<file path="src/rtl/pgctl_pkg.sv">
package pgctl_pkg;
  localparam int REG_W = 32;
  localparam int SEL_W = 2;
  localparam int FLAG_W = 5;

  localparam logic [SEL_W-1:0] SEL_CTL  = 2'd0;
  localparam logic [SEL_W-1:0] SEL_BASE = 2'd1;
  localparam logic [SEL_W-1:0] SEL_EXT  = 2'd2;

  localparam int CTL_PG_BIT = 31;
  localparam int CTL_WP_BIT = 16;
  localparam int CTL_PE_BIT = 0;
  localparam int CTL_ET_BIT = 4;
  localparam int A20_BIT    = 20;

  localparam logic [REG_W-1:0] CTL_RESET    = 32'h6000_0010;
  localparam logic [REG_W-1:0] CTL_FLUSH_GRP = 32'h8001_0001;
  localparam logic [REG_W-1:0] EXT_FLUSH_GRP = 32'h0000_00B0;
  localparam logic [REG_W-1:0] ET_FORCE      = REG_W'(1) << CTL_ET_BIT;
  localparam logic [REG_W-1:0] A20_BIT_MASK  = REG_W'(1) << A20_BIT;

  typedef struct packed {
    logic ts;
    logic em;
    logic mp;
    logic addrseg;
    logic prot;
  } mode_flags_t;

  function automatic logic group_changed(input logic [REG_W-1:0] old_v,
                                         input logic [REG_W-1:0] new_v,
                                         input logic [REG_W-1:0] grp);
    return |((old_v ^ new_v) & grp);
  endfunction

  function automatic logic [REG_W-1:0] ctl_store(input logic [REG_W-1:0] d);
    return d | ET_FORCE;
  endfunction

  function automatic mode_flags_t next_flags(input mode_flags_t prev,
                                             input logic [REG_W-1:0] d);
    mode_flags_t f;
    f.prot    = d[CTL_PE_BIT];
    f.addrseg = prev.addrseg | ~d[CTL_PE_BIT];
    f.mp      = d[1];
    f.em      = d[2];
    f.ts      = d[3];
    return f;
  endfunction

  function automatic logic [REG_W-1:0] gate_mask(input logic g);
    return ~A20_BIT_MASK | ({{(REG_W-1){1'b0}}, g} << A20_BIT);
  endfunction
endpackage

</file>
<file path="src/rtl/pgctl_ctl_unit.sv">
module pgctl_ctl_unit
  import pgctl_pkg::*;
#(
  parameter int W = REG_W
) (
  input  logic         clk,
  input  logic         rst_n,
  input  logic         we,
  input  logic [W-1:0] wdata,
  output logic [W-1:0] ctl_q,
  output mode_flags_t  flags_q,
  output logic         flush_q
);
  mode_flags_t flags_rst;
  logic        flush_need;

  always_comb begin
    flags_rst         = '0;
    flags_rst.addrseg = 1'b1;
    flush_need        = we && group_changed(ctl_q, wdata, CTL_FLUSH_GRP);
  end

  always_ff @(posedge clk) begin
    if (!rst_n) begin
      ctl_q   <= CTL_RESET;
      flags_q <= flags_rst;
      flush_q <= 1'b0;
    end else begin
      flush_q <= flush_need;
      if (we) begin
        ctl_q   <= ctl_store(wdata);
        flags_q <= next_flags(flags_q, wdata);
      end
    end
  end

  assert_et_stored_R2: assert property (@(posedge clk) disable iff (!rst_n)
    we |=> (ctl_q[CTL_ET_BIT] && ctl_q[W-1:CTL_ET_BIT+1] == $past(wdata[W-1:CTL_ET_BIT+1])));

  assert_flush_cause_R3: assert property (@(posedge clk) disable iff (!rst_n)
    flush_q |-> ($past(we) && (((ctl_q ^ $past(ctl_q)) & CTL_FLUSH_GRP) != '0)));

  assert_flush_taken_R3: assert property (@(posedge clk) disable iff (!rst_n)
    (((ctl_q ^ $past(ctl_q)) & CTL_FLUSH_GRP) != '0) |-> flush_q);

  assert_prot_mirror_R4: assert property (@(posedge clk) disable iff (!rst_n)
    (flags_q.prot == ctl_q[CTL_PE_BIT]) && (!ctl_q[CTL_PE_BIT] -> flags_q.addrseg));

  assert_fpu_copy_R5: assert property (@(posedge clk) disable iff (!rst_n)
    {flags_q.ts, flags_q.em, flags_q.mp} == ctl_q[3:1]);
endmodule

</file>
<file path="src/rtl/pgctl_aux_unit.sv">
module pgctl_aux_unit
  import pgctl_pkg::*;
#(
  parameter int W = REG_W
) (
  input  logic         clk,
  input  logic         rst_n,
  input  logic         base_we,
  input  logic         ext_we,
  input  logic         paging_on,
  input  logic [W-1:0] wdata,
  output logic [W-1:0] base_q,
  output logic [W-1:0] ext_q,
  output logic         flush_all_q,
  output logic         flush_ng_q
);
  logic ext_change;
  logic base_flush;

  always_comb begin
    ext_change = ext_we && group_changed(ext_q, wdata, EXT_FLUSH_GRP);
    base_flush = base_we && paging_on;
  end

  always_ff @(posedge clk) begin
    if (!rst_n) begin
      base_q      <= '0;
      ext_q       <= '0;
      flush_all_q <= 1'b0;
      flush_ng_q  <= 1'b0;
    end else begin
      flush_all_q <= ext_change;
      flush_ng_q  <= base_flush;
      if (base_we) base_q <= wdata;
      if (ext_we)  ext_q  <= wdata;
    end
  end

  assert_base_flush_R6: assert property (@(posedge clk) disable iff (!rst_n)
    flush_ng_q == ($past(base_we) && $past(paging_on)));

  assert_base_store_R6: assert property (@(posedge clk) disable iff (!rst_n)
    base_we |=> base_q == $past(wdata));

  assert_ext_flush_R7: assert property (@(posedge clk) disable iff (!rst_n)
    flush_all_q |-> ($past(ext_we) && (((ext_q ^ $past(ext_q)) & EXT_FLUSH_GRP) != '0)));
endmodule

</file>
<file path="src/rtl/pgctl_gate_unit.sv">
module pgctl_gate_unit
  import pgctl_pkg::*;
#(
  parameter int W = REG_W
) (
  input  logic         clk,
  input  logic         rst_n,
  input  logic         gate,
  output logic [W-1:0] mask_q,
  output logic         flush_q,
  output logic         exit_q
);
  logic gate_moved;

  always_comb gate_moved = gate != mask_q[A20_BIT];

  always_ff @(posedge clk) begin
    if (!rst_n) begin
      mask_q  <= '1;
      flush_q <= 1'b0;
      exit_q  <= 1'b0;
    end else begin
      flush_q <= gate_moved;
      exit_q  <= gate_moved;
      if (gate_moved) mask_q <= gate_mask(gate);
    end
  end

  assert_exit_toggle_R8: assert property (@(posedge clk) disable iff (!rst_n)
    exit_q |-> (mask_q[A20_BIT] != $past(mask_q[A20_BIT])) && flush_q);

  assert_mask_shape_R8: assert property (@(posedge clk) disable iff (!rst_n)
    (mask_q | A20_BIT_MASK) == '1);

  assert_steady_gate_R10: assert property (@(posedge clk) disable iff (!rst_n)
    $stable(mask_q) |-> !exit_q);
endmodule

</file>
<file path="src/rtl/pgctl_top.sv">
module pgctl_top
  import pgctl_pkg::*;
#(
  parameter int W = REG_W,
  parameter int SW = SEL_W
) (
  input  logic          clk,
  input  logic          rst_n,
  input  logic          wr_en,
  input  logic [SW-1:0] wr_sel,
  input  logic [W-1:0]  wr_data,
  input  logic          a20_gate,
  output logic [W-1:0]  ctl_word,
  output logic [W-1:0]  dir_base,
  output logic [W-1:0]  ext_word,
  output logic [W-1:0]  addr_mask,
  output logic [FLAG_W-1:0] mode_flags,
  output logic          flush_all,
  output logic          flush_keep_global,
  output logic          exec_exit
);
  logic        ctl_we, base_we, ext_we;
  logic        ctl_flush, ext_flush, gate_flush;
  mode_flags_t flags;

  always_comb begin
    ctl_we  = wr_en && (wr_sel == SEL_CTL);
    base_we = wr_en && (wr_sel == SEL_BASE);
    ext_we  = wr_en && (wr_sel == SEL_EXT);
  end

  pgctl_ctl_unit #(.W(W)) u_ctl (
    .clk(clk), .rst_n(rst_n), .we(ctl_we), .wdata(wr_data),
    .ctl_q(ctl_word), .flags_q(flags), .flush_q(ctl_flush)
  );

  pgctl_aux_unit #(.W(W)) u_aux (
    .clk(clk), .rst_n(rst_n), .base_we(base_we), .ext_we(ext_we),
    .paging_on(ctl_word[CTL_PG_BIT]), .wdata(wr_data),
    .base_q(dir_base), .ext_q(ext_word),
    .flush_all_q(ext_flush), .flush_ng_q(flush_keep_global)
  );

  pgctl_gate_unit #(.W(W)) u_gate (
    .clk(clk), .rst_n(rst_n), .gate(a20_gate),
    .mask_q(addr_mask), .flush_q(gate_flush), .exit_q(exec_exit)
  );

  always_comb begin
    flush_all  = ctl_flush | ext_flush | gate_flush;
    mode_flags = flags;
  end

  assert_spare_select_R9: assert property (@(posedge clk) disable iff (!rst_n)
    (wr_en && wr_sel == 2'd3) |=> ($stable(ctl_word) && $stable(dir_base) && $stable(ext_word)
                                   && !flush_keep_global));

  assert_reset_state_R1: assert property (@(posedge clk)
    $past(!rst_n) |-> (ctl_word == CTL_RESET && !flush_keep_global && !exec_exit));
endmodule

</file>
<file path="config.mk">
export PLATFORM = sky130hd
export DESIGN_NAME = pgctl_top
export DESIGN_NICKNAME = d
export VERILOG_FILES = /design/src/rtl/pgctl_pkg.sv /design/src/rtl/pgctl_ctl_unit.sv /design/src/rtl/pgctl_aux_unit.sv /design/src/rtl/pgctl_gate_unit.sv /design/src/rtl/pgctl_top.sv
export SDC_FILE = /design/constraint.sdc
export NUM_CORES = 1
export LEC_CHECK = 0
export ABC_AREA = 1
export BUFFER_PORTS_ARGS = -buffer_cell sky130_fd_sc_hd__buf_2
export CORE_UTILIZATION = 52
export CTS_BUF_LIST = sky130_fd_sc_hd__clkbuf_8
export CTS_CLUSTER_SIZE = 10
export DETAILED_ROUTE_END_ITERATION = 10
export PLACE_DENSITY = 0.85
export SYNTH_ARGS = -nofsm -noshare
export SYNTH_HDL_FRONTEND = slang
export SYNTH_SLANG_ARGS = --single-unit
</file>
<file path="constraint.sdc">
create_clock -name clk -period 1.4 [get_ports clk]
set_input_delay 0.14 -clock clk [delete_from_list [all_inputs] [get_ports clk]]
set_output_delay 0.14 -clock clk [all_outputs]
set_load 0.03 [all_outputs]
</file>
==> run metrics, run 1 <==
area of the multi-input gates 1463 um^2; Final Net Count 667; met3 usage 6.032%; DRT iter0 DRCs 198; area grow syn2layout 23.83%; status complete, no violations; Initial Utilization 55.12%; Max Clock Freq 748.5 MHz; initial antenna violation count 0; RePlAce Congestion 0.7930; Vias/cell 4.888; drt pass-1 iters 4; setup tns final 0 ns; type of origin of the critical path register; GR Util met1 29.59%; CTS tree yes; remaining antenna violation count 0; number of diodes 0; share of layout cells above drive strength 1 27.60%; Mapped Area 3827 um^2; number of global-route vias before repair 3267; clock buffer count from CTS 9; fin crit share 95.42%; IR drop worst, VDD 0.5639 mV; critical-path maximum fanout 1; total power 6165 uW; storage element area 2022 um^2; Crit path max-delay family simple AND/OR/NAND/NOR gates; required time of the worst setup path 1.26 ns; I/O pin cnt 174; endpoints failing setup 0; Die Y 87.79 um; RSZ-0062 raised after global routing false; HP Start wr_data[29]; synthesis-stage register bit count 101; WL per Instance 13.30 um; Post-Route WL 9711 um; detailed placer's ending HPWL 6689 um; Core Region 6944 um^2; Unique masters post-synth 18; via count 3568; total clock sinks 101; Die ar. 7707 um^2; final hold slack 0.02273 ns; met2 GRT Util 43.83%; placed cells 713; clk buf depth 2; Reg2Reg Launch Point u_ctl.ctl_q[0]$_SDFFE_PN0P_; Post-Layout Cell Count 730; Cells after Synth 497; Clk Latency, worst-skew pair 0.35 ns; Filler cells 614; WP buf/inv 1; syn avg cell area 7.701 um^2; Tmin final 1.336 ns; largest net degree at the start of global routing 38; # rows 30; crit path kind register to output pin; max-slew violations 0; crit-path cells or3_1 > buf_2; Crit-path slowest cell or3_1; max_cap viols 0; crit path DAT 1.20 ns; pwr dens 1301 nW/um^2; worst stage delay on the critical path 0.35 ns; H-tree levels 3; first-pass GRT wire length 14980 um; Yosys warnings 0; CP Launch Point u_aux.flush_all_q$_SDFF_PN0_; skew final 0.001831 ns; IO buf count 141; Remaining Overflow, GRT 0; cts repair resizes 0; Worst setup EP type output pin; Leak Pwr 0.002394 uW; post-synthesis sequential area ratio 52.83%; Worst-path clk slew 0.10 ns; Hold Path Class input pin to register; Die Wd 87.79 um; Root Buffer clkbuf_8; drc violations 0; Top Usage Layer GRT met2; Tot GR Track Use 25.23%; final hold vios 0
[worst reg2reg max path, cell delays in order (launching register included)]
cell,delay (ns)
dfxtp_1,0.41
inv_1,0.06
nand2_1,0.06
nand2_1,0.05
nor2_1,0.10
a21oi_1,0.07
[sequential cells by signal, indices dropped and copies added, names as in the netlist]
register	flops
u_aux.base_q	32
u_ctl.flags_q	1
u_gate.exit_q	1
u_aux.flush_ng_q	1
u_ctl.flush_q	1
u_aux.ext_q	32
u_aux.flush_all_q	1
u_ctl.ctl_q	31
u_gate.mask_q	1
[per-stage QoR]
stage / setup slack [ns] / cell area (um^2) / util, %
2_1_floorplan: 0.3939 / 3944 / -
3_3_place_gp: 0.3648 / 4507 / 64.90
3_5_place_dp: 0.3019 / 4507 / 64.90
4_1_cts: 0.04221 / 4740 / 68.25
5_1_grt: 0.03254 / 4740 / 68.25
6_report: 0.06408 / 4740 / 68.25
[power by group]
part | switching (uW) | internal, uW | total [uW]
logic | 755 | 286 | 1040
clock network | 1010 | 1010 | 2020
registers | 81.0 | 3020 | 3100
[per-layer routing]
layer | part of all wire [%] | vias up
met5 | 0 | -
met4 | 1.7 | 0
met3 | 5.3 | 16
met2 | 51 | 132
met1 | 42 | 1661
li1 | - | 1759
[final cells by class]
cell class | count | area share, %
flip-flops and latches | 101 | 42.66
multi-input cells | 349 | 30.86
repair buffers | 155 | 18.22
clock buffers | 9 | 2.614
well taps | 96 | 2.534
clock inverters | 7 | 2.086
inverters | 13 | 1.030
[worst paths after layout]
check | slack [ns] | to | cells past startpoint
hold / removal | 0.02 | u_ctl.ctl_q[29]$_SDFFE_PN1P_ | 3
hold reg to reg | 0.44 | u_ctl.flags_q[1]$_SDFFE_PN1P_ | 2
setup reg to reg | 0.56 | u_ctl.flush_q$_SDFF_PN0_ | 5
setup / recovery | 0.06 | flush_all | 2
[synthesized netlist by cell type]
| cell type | count | area (um^2) |
|---|---|---|
| a21oi_1 | 3 | 15.01 |
| inv_1 | 11 | 41.29 |
| o21ai_0 | 87 | 435.4 |
| buf_2 | 13 | 65.06 |
| conb_1 | 1 | 3.750 |
| or2_2 | 1 | 6.260 |
| or3_1 | 1 | 6.260 |
| nor2_1 | 190 | 713.2 |
| nand3b_2 | 1 | 11.26 |
| clkbuf_1 | 12 | 45.04 |
| inv_2 | 2 | 7.510 |
| nand2_1 | 22 | 82.58 |
| dfxtp_1 | 101 | 2022 |
| nand3_1 | 3 | 15.01 |
| buf_4 | 40 | 300.3 |
| nor2_2 | 1 | 6.260 |
| xnor2_1 | 3 | 26.28 |
| o21ai_1 | 5 | 25.02 |
[kinds of logic (layout without fill, tap and decap cells)]
kind of cell,Yosys count,count (layout),share of synthesized area (%)
other,1,32,0.09798
and+or+nand+nor,219,219,21.97
buffers and inverters,78,184,12.00
DFF,101,101,52.83
AOI/OAI and AO/OA,95,95,12.42
xor gates and xnor gates,3,3,0.6866
[placed cells by master, fill, tap and decap left out]
cell           synthesis  layout
nor2_1               190     190
buf_2                 13     141
dfxtp_1              101     101
o21ai_0               87      87
conb_1                 1      32
nand2_1               22      22
inv_1                 11      11
clkbuf_8               0       9
buf_4                 40       9
o21ai_1                5       5
clkinvlp_4             0       4
buf_12                 0       4
nand3_1                3       3
xnor2_1                3       3
a21oi_1                3       3
inv_2                  2       2
bufinv_16              0       2
or3_1                  1       1
nor2_2                 1       1
nand3b_2               1       1
or2_2                  1       1
inv_6                  0       1
dlygate4sd3_1          0       1
[repair_timing]
action                    4_1_cts  5_1_grt
hold endpoints to repair        1        0
hold buffers                    1        0
buffers inserted                0        0
Note: power is estimated with default switching activity, not from simulation.
==> run 2, diff against run 1 <==
==> constraint.sdc (replaced) <==
create_clock -name clk -period 1.6 [get_ports clk]
set_input_delay 0.16 -clock clk [delete_from_list [all_inputs] [get_ports clk]]
set_output_delay 0.16 -clock clk [all_outputs]
set_load 0.03 [all_outputs]
==> run 2 against run 1 <==
Compared with the run above:
- combinational power decreased by 14%
- non-clock buffer count decreased by 5
- worst hold slack improved by 0.015 ns
- die area unchanged
==> run metrics, run 2 (synthesis gave the netlist of run 1 again) <==
# rows 30 (unchanged); via count 3492 (-2.1%); final worst setup slack 0.2482 ns (+0.1841 ns); crit-path cells or3_1 > buf_2; GR Util met1 28.95% (-0.63 points); IO buf count 141 (unchanged); Rel. slew slack 56.72%; setup tns final 0 ns (unchanged); drc violations 0 (unchanged); Top Usage Layer GRT met2; drt pass-1 iters 4 (unchanged); endpoints failing setup 0 (unchanged); Reg2Reg Launch Point u_ctl.ctl_q[0]$_SDFFE_PN0P_; max_cap viols 0 (unchanged); Remaining Overflow, GRT 0 (unchanged); pwr dens 1183 nW/um^2 (-9.0%); initial antenna violation count 0 (unchanged); met3 usage 4.807% (-1.2 points); share of layout cells above drive strength 1 27.03% (-0.58 points); cts repair resizes 0 (unchanged); Worst setup EP type output pin; type of origin of the critical path register; worst stage delay on the critical path 0.36 ns (about the same); clock buffer count from CTS 9 (unchanged); crit path kind register to output pin; Critical Path Stages 2 (unchanged); cts hold-fix bufs 0 (-1); Leak Pwr 0.002400 uW (+0.23%); met2 GRT Util 42.99% (-0.85 points); total clock sinks 101 (unchanged); Post-Route WL 9447 um (-2.7%); most frequent cells in the layout nor2_1 (190), buf_2 (141), dfxtp_1 (101), o21ai_0 (87), conb_1 (32); I/O pin cnt 174 (unchanged); Crit-path slowest cell or3_1; Hold Path Class input pin to register; Worst Hold End u_gate.mask_q[20]$_SDFFE_PN1P_; Root Buffer clkbuf_8; fin crit share 84.49%; area grow syn2layout 23.41%; Vias/cell 4.817 (-1.5%); status complete, no violations; Die Wd 87.79 um (unchanged); Setup Fix Bufs, Post-CTS 0 (unchanged); remaining antenna violation count 0 (unchanged); number of global-route vias before repair 3215 (-1.6%); required time of the worst setup path 1.44 ns (+0.18 ns); IR drop worst, VDD 0.6994 mV (+24%); Die ar. 7707 um^2 (unchanged); Crit path max-delay family simple AND/OR/NAND/NOR gates; WP buf/inv 1 (unchanged); critical-path maximum fanout 1 (unchanged); crit path DAT 1.19 ns (about the same); skew final 0.004074 ns (+0.002242 ns); final hold vios 0 (unchanged); max-slew violations 0 (unchanged); number of diodes 0 (unchanged); DRT iter0 DRCs 171 (-14%); Final Net Count 662 (-0.75%); Tot GR Track Use 24.64% (-0.58 points); H-tree levels 3 (unchanged); WL per Instance 13.03 um (-2.0%); post-place setup slack 0.4420 ns (+0.1401 ns); largest net degree at the start of global routing 72 (+89%); worst-margin pin slew 0.6483 ns; Clk Latency, worst-skew pair 0.34 ns (about the same); Core Region 6944 um^2 (unchanged); CTS tree yes; Worst R2R Setup Slack 0.75 ns (+0.19 ns); hold path depth 2 (-1); placed cells 709 (-0.56%); Tmin final 1.352 ns; detailed placer's ending HPWL 6422 um (-4.0%); Max Clock Freq 739.7 MHz; first-pass GRT wire length 14620 um (-2.4%); Worst-path clk slew 0.09 ns (about the same); RePlAce Congestion 0.7883 (-0.59%); Post-Layout Cell Count 725 (-0.68%); clk buf depth 2 (unchanged); Initial Utilization 55.12% (unchanged); Final Core Density 68.02% (-0.23 points); RSZ-0062 raised after global routing false; most common cell after layout, fill and taps aside nor2_1; HP Start a20_gate; Regs by FF count u_aux.base_q (32), u_aux.ext_q (32), u_ctl.ctl_q (31); Worst R2R End u_ctl.flush_q$_SDFF_PN0_; Die Y 87.79 um (unchanged); depth of the most critical reg-to-reg path 5 (unchanged)
[run 2: worst max-delay path by stage]
stage,from,endpoint
final,u_aux.flush_all_q$_SDFF_PN0_,flush_all
after global routing,u_aux.flush_all_q$_SDFF_PN0_,flush_all
after CTS,u_aux.flush_all_q$_SDFF_PN0_,flush_all
after detailed placement,wr_en,u_aux.base_q[7]$_SDFFE_PN0P_
after global placement,wr_en,u_aux.base_q[7]$_SDFFE_PN0P_
after floorplan,u_gate.exit_q$_SDFF_PN0_,flush_all
[run 2: where the power goes]
| part | leakage [uW] | internal (uW) | switching [uW] |
|---|---|---|---|
| Clock | 0.000134 | 1160 | 821 |
| Combinational | 0.00144 | 240 | 654 |
| Sequential | 0.000827 | 2640 | 70.1 |
| Total | 0.00240 | 4040 | 1550 |
[run 2: area by class of cell]
| type | count | area, um^2 |
|---|---|---|
| multi-input combinational | 349 | 1463 |
| inverter | 13 | 48.80 |
| timing repair buffer | 150 | 810.8 |
| sequential | 101 | 2022 |
| clock buffer | 12 | 165.2 |
| fill | 594 | 2221 |
| clock inverter | 4 | 93.84 |
| tap | 96 | 120.1 |
[run 2: metal layers]
metal	routed length, um	part of all wire, %
met5	0	0
met4	145	1.5
met3	492	5.2
met2	4723	50
met1	4085	43
[run 2: per-stage QoR]
step           power, uW  hold slack (ns)  cell area (um^2)
5_1_grt             5810          0.03188              4723
3_3_place_gp        3638           0.3775              4464
6_report            5589          0.03739              4723
3_5_place_dp        3660           0.3927              4464
4_1_cts             5615          0.02251              4723
2_1_floorplan       3446           0.2666              3944
